## src/rtl/fsr_pkg.sv

```systemverilog
package fsr_pkg;
  function automatic int word_width(input int ncond, input int ncomm);
    return 2 * ncond + ncomm + 2;
  endfunction
endpackage

```

## src/rtl/fsr_cond_track.sv

```systemverilog
module fsr_cond_track #(
  parameter int NCOND = 8
) (
  input  logic             clk,
  input  logic             rst,
  input  logic [NCOND-1:0] cond_i,
  input  logic             reload_i,
  output logic [NCOND-1:0] live_q,
  output logic [NCOND-1:0] latch_q,
  output logic             diff_o
);
  // live view: one register stage behind the inputs
  always_ff @(posedge clk) begin
    if (rst) live_q <= '0;
    else     live_q <= cond_i;
  end

  // history view: per-bit latch, reloaded with present state on read/clear
  for (genvar b = 0; b < NCOND; b++) begin : g_latch
    always_ff @(posedge clk) begin
      if (rst)           latch_q[b] <= 1'b0;
      else if (reload_i) latch_q[b] <= cond_i[b];
      else               latch_q[b] <= latch_q[b] | cond_i[b];
    end
  end

  assign diff_o = (cond_i != live_q);

  p_live_follow_r2: assert property (@(posedge clk) disable iff (rst)
    1'b1 |=> live_q == $past(cond_i));
  p_latch_keep_r3: assert property (@(posedge clk) disable iff (rst)
    !reload_i |=> (latch_q & $past(latch_q)) == $past(latch_q));
endmodule

```

## src/rtl/fsr_sticky.sv

```systemverilog
module fsr_sticky #(
  parameter int NBITS = 2
) (
  input  logic             clk,
  input  logic             rst,
  input  logic [NBITS-1:0] set_i,
  input  logic             clr_i,
  output logic [NBITS-1:0] q,
  output logic             rise_o,
  output logic             any_next_o
);
  logic [NBITS-1:0] keep;
  logic [NBITS-1:0] nxt;

  for (genvar b = 0; b < NBITS; b++) begin : g_bit
    assign keep[b] = q[b] & ~clr_i;
    assign nxt[b]  = keep[b] | set_i[b];
    always_ff @(posedge clk) begin
      if (rst) q[b] <= 1'b0;
      else     q[b] <= nxt[b];
    end
  end

  assign rise_o     = |(set_i & ~keep);
  assign any_next_o = |nxt;

  p_sticky_hold_r4: assert property (@(posedge clk) disable iff (rst)
    !clr_i |=> (q & $past(q)) == $past(q));
  p_set_wins_r4: assert property (@(posedge clk) disable iff (rst)
    |set_i |=> (q & $past(set_i)) == $past(set_i));
endmodule

```

## src/rtl/fsr_event.sv

```systemverilog
module fsr_event (
  input  logic clk,
  input  logic rst,
  input  logic restart_i,
  input  logic wipe_i,
  input  logic other_evt_i,
  input  logic comm_any_next_i,
  output logic restart_q,
  output logic changed_q,
  output logic alert_n_q
);
  logic rs_keep, rs_next, evt, chg_next;

  assign rs_keep  = restart_q & ~wipe_i;
  assign rs_next  = rs_keep | restart_i;
  assign evt      = other_evt_i | (restart_i & ~rs_keep);
  assign chg_next = evt | (changed_q & ~wipe_i);

  always_ff @(posedge clk) begin
    if (rst) begin
      restart_q <= 1'b0;
      changed_q <= 1'b0;
      alert_n_q <= 1'b1;
    end else begin
      restart_q <= rs_next;
      changed_q <= chg_next;
      alert_n_q <= ~(chg_next | comm_any_next_i);
    end
  end

  p_restart_set_r5: assert property (@(posedge clk) disable iff (rst)
    restart_i |=> restart_q);
  p_changed_set_r6: assert property (@(posedge clk) disable iff (rst)
    other_evt_i |=> changed_q);
  p_changed_hold_r7: assert property (@(posedge clk) disable iff (rst)
    (changed_q && !wipe_i) |=> changed_q);
endmodule

```

## src/rtl/fault_status_reg.sv

```systemverilog
module fault_status_reg #(
  parameter int NCOND = 8,
  parameter int NCOMM = 2,
  localparam int WORDW = fsr_pkg::word_width(NCOND, NCOMM)
) (
  input  logic             clk,
  input  logic             rst,
  input  logic [NCOND-1:0] cond_i,
  input  logic [NCOMM-1:0] comm_err_i,
  input  logic             rd_ok_i,
  input  logic             clr_i,
  input  logic             restart_i,
  output logic [NCOND-1:0] status_o,
  output logic [NCOND-1:0] alarm_o,
  output logic [NCOMM-1:0] comm_o,
  output logic             restart_o,
  output logic             changed_o,
  output logic             alert_n_o,
  output logic [WORDW-1:0] rd_word_o
);
  logic wipe, cond_diff, comm_rise, comm_any_next;

  assign wipe = rd_ok_i | clr_i;

  fsr_cond_track #(.NCOND(NCOND)) u_cond (
    .clk(clk), .rst(rst), .cond_i(cond_i), .reload_i(wipe),
    .live_q(status_o), .latch_q(alarm_o), .diff_o(cond_diff)
  );

  fsr_sticky #(.NBITS(NCOMM)) u_comm (
    .clk(clk), .rst(rst), .set_i(comm_err_i), .clr_i(clr_i),
    .q(comm_o), .rise_o(comm_rise), .any_next_o(comm_any_next)
  );

  fsr_event u_evt (
    .clk(clk), .rst(rst), .restart_i(restart_i), .wipe_i(wipe),
    .other_evt_i(cond_diff | comm_rise), .comm_any_next_i(comm_any_next),
    .restart_q(restart_o), .changed_q(changed_o), .alert_n_q(alert_n_o)
  );

  // snapshot of pre-clear contents
  always_ff @(posedge clk) begin
    if (rst)          rd_word_o <= '0;
    else if (rd_ok_i) rd_word_o <= {changed_o, restart_o, comm_o, alarm_o, status_o};
  end

  p_alert_r8: assert property (@(posedge clk) disable iff (rst)
    alert_n_o == !(changed_o || (comm_o != '0)));
  p_snap_hold_r9: assert property (@(posedge clk) disable iff (rst)
    !rd_ok_i |=> $stable(rd_word_o));
  p_snap_take_r9: assert property (@(posedge clk) disable iff (rst)
    rd_ok_i |=> rd_word_o[NCOND-1:0] == $past(status_o));
endmodule

```

## config.mk

```make
export PLATFORM = sky130hd
export DESIGN_NAME = fault_status_reg
export DESIGN_NICKNAME = d
export VERILOG_FILES = /design/src/rtl/fsr_pkg.sv /design/src/rtl/fsr_cond_track.sv /design/src/rtl/fsr_sticky.sv /design/src/rtl/fsr_event.sv /design/src/rtl/fault_status_reg.sv
export SDC_FILE = /design/constraint.sdc
export NUM_CORES = 1
export LEC_CHECK = 0
export BUFFER_PORTS_ARGS = -buffer_cell sky130_fd_sc_hd__buf_4
export CORE_UTILIZATION = 24
export CTS_CLUSTER_SIZE = 16
export DETAILED_ROUTE_END_ITERATION = 10
export SKIP_LAST_GASP = 1
export SYNTH_ARGS = -nofsm -noshare
export SYNTH_HDL_FRONTEND = slang
export SYNTH_SLANG_ARGS = --single-unit
```

## constraint.sdc

```tcl
create_clock -name clk -period 3 [get_ports clk]
set_clock_uncertainty 0.15 [all_clocks]
set_input_delay 0.3 -clock clk [delete_from_list [all_inputs] [get_ports clk]]
set_output_delay 0.3 -clock clk [all_outputs]
set_load 0.1 [all_outputs]
```

==> key figures <==
Synth
  • Post-synth top area cell: dfxtp_1
  • Post-synth top cells: dfxtp_1, nor2_1, mux2i_1
  • FFs w/ async S/R, synth: 0%
  • Netlist cell types: 21
  • Top post-synthesis cells by area: dfxtp_1, mux2i_1, nor2_1, xnor2_1, a21oi_1
  • Most numerous cell in the Yosys netlist: dfxtp_1
  • Seq/Total Area, Yosys: roughly 55%
  • Mapped Cells: roughly 140
  • Yosys Warn Count: 0
  • Mapped Area: about 1500 µm²
  • EDFF count, synth: 0
  • FF+latch count, synth: 41
  • Post-synth top flop: dfxtp_1
  • Mean Syn Cell Area: 10.4 µm²
  • Synth top area share: between 50% and 60%
  • Syn Nets: around 160

Setup path
  • Reg-to-reg critical path endpoint: u_evt.changed_q
  • Startpoint types: flop
  • R2R Setup Slk: ~1.5 ns
  • Critical Path Fanout Max: 4
  • CP endpoint kind: primary output
  • CP delay by family, top: flip-flops
  • Worst Path Arrival: 1.04 ns
  • Slowest stage cell, crit path: dfxtp_1
  • Worst EP required: about 2.6 ns
  • Stages on worst setup path: 1
  • Reg2reg path depth: 4
  • R2r startpoint: u_cond.live_q[1]
  • CP max stage delay: between 0.4 and 0.5 ns
  • Critical path class: reg2out
  • Critical Path Source: u_evt.restart_q
  • Cell Chain, Critical Path: buf_4
  • CP bufs+invs: 1

Die
  • Chip Height: between 80 and 90 µm
  • Num rows: 28
  • Chip width: 80.6 µm
  • Initial core utilization: around a quarter
  • Die area: about 6500 µm²
  • # IOs: 56
  • Core area: approximately 6000 µm²

Min path
  • Worst hold stages: 3
  • Hold Path Sink: u_comm.q[0]
  • Worst hold start: comm_err_i[0]
  • HP Class: in2reg

Clocking
  • Cts bufs inserted: 5
  • CTS tree: yes
  • Clock-pin slew on the worst setup and hold paths: roughly 0.07 ns
  • Post_cts resized: 0
  • Insertion delay to the later sink of the worst-skew pair: just under 0.3 ns
  • Postcts setup bufs: 0
  • # clock sinks: 41
  • Hold-fix buffers, CTS: 0
  • H-Tree Depth: 2
  • Root Buffer: clkbuf_8
  • Clock tree buffer depth: 2

Run
  • Max Cap Viol: 0

Finish
  • Layout area overhead: 37.5%
  • Share of cells above drive strength 1: 32.3%
  • Final Core Density: about a third
  • # diodes: 0
  • Nets@finish: about 210

Drt
  • Remaining antenna violation count: 0
  • Initial DRT Pass Iterations: 4
  • Final wirelength: 3.27 mm
  • Remaining DRCs: 0
  • Vias: approximately 1.1k
  • WL/cell: roughly 12 µm
  • DR iter-0 viols: 37
  • Vias per inst: 4.16

Timing
  • Relative slew slack: 71.9%
  • Final min period: between 1 and 1.5 ns
  • Fin. max-slew vios: 0
  • Setup Viol. Count Final: 0
  • Worst-Margin Slew: around 0.42 ns
  • Fin crit share: between 40% and 50%
  • Total negative setup slack: 0 ns
  • Peak Freq: roughly 0.67 GHz
  • Fin. Hold Viols: 0
  • RSZ-0062 raised after global routing: false
  • Worst Setup Slack, final: approximately 1.5 ns

GRT
  • Initial antenna violation count: 0
  • Vias in the first global route: roughly 1.1k
  • Largest net degree at the start of global routing: 42
  • Overall Global Routing Usage: 11.2%
  • First-pass GRT wire length: approximately 5.3 mm
  • Grt ovf: 0

Power and ir drop
  • Maximum VDD drop: ~0.27 mV
  • Final total power: around 1.3 mW
  • P per Cell Area: between 600 and 700 nW/µm²
  • Lkg Pwr: 0.945 nW

Status
  • Status: complete, no violations

Placement
  • Gpl congestion: roughly 0.7
  • Post-Place Setup Slack: roughly 1.3 ns
  • PortBufs: 55
  • Post-detail-place hpwl: 2.29 mm
cell families after synthesis:
group	Yosys count	synth area share [%]
XOR/XNOR	8	4.72
AND/OR/NAND/NOR	47	15.5
flip-flops	41	55.3
buffers and inverters	10	3.20
multiplexers	20	13.5
AO/OA/AOI/OAI	17	7.76
worst max-delay path by stage:
| stage | endpoint |
|---|---|
| 3_3_place_gp | u_evt.changed_q |
| 4_1_cts | restart_o |
| 5_1_grt | u_evt.changed_q |
| 6_report | restart_o |
| 2_1_floorplan | u_evt.changed_q |
| 3_5_place_dp | u_evt.changed_q |
metal layers:
metal | wire length (µm) | track usage, %
met5 | 0 | 0
met1 | 1410 | 12.3
met3 | 278 | 5.45
met4 | 49 | 4.29
met2 | 1530 | 18.6
stage by stage:
step	instance area (µm²)	hold WS, ns	std cells
after CTS	2040	0.0787	273
after detailed placement	1950	0.335	266
after global placement	1950	0.326	266
after global routing	2040	0.0910	273
after floorplan	1480	0.222	143
final	2040	0.0928	273
sequential cells by signal (all words and copies together) (netlist names):
signal           flops
u_evt.alert_n_q      1
u_cond.latch_q       8
u_comm.q             2
u_evt.changed_q      1
rd_word_o           20
u_cond.live_q        8
u_evt.restart_q      1
report_power, final:
group          internal, mW  switching [mW]
sequential            0.572          0.0213
combinational        0.0784           0.259
clock                 0.182           0.175
total                 0.833           0.455
cell type report:
class	count	area, µm²
well taps	75	93.8
multi-input cells	92	616
flip-flops and latches	41	821
repair buffers	55	413
fillers	639	3920
clock buffers	7	86.3
inverters	3	11.3
layout by cell type (no fill, tap or decap), drive strengths merged:
master / n
a2111oi: 1
nand4: 1
nor2: 33
a31oi: 1
nor2b: 8
a21oi: 12
clkbuf: 7
nand2: 1
mux2i: 20
xnor2: 8
a21o: 1
buf: 55
dfxtp: 41
nand3: 1
nand2b: 2
inv: 3
o221ai: 1
nor3: 1
o21ai: 1
worst reg2reg max path: cells and delay by family (launching register included):
kind	cells	cell delay [ns]
DFF	1	0.38
AOI/OAI and AO/OA	3	0.68
xor gates and xnor gates	1	0.14
(Power assumes the default switching activity.)
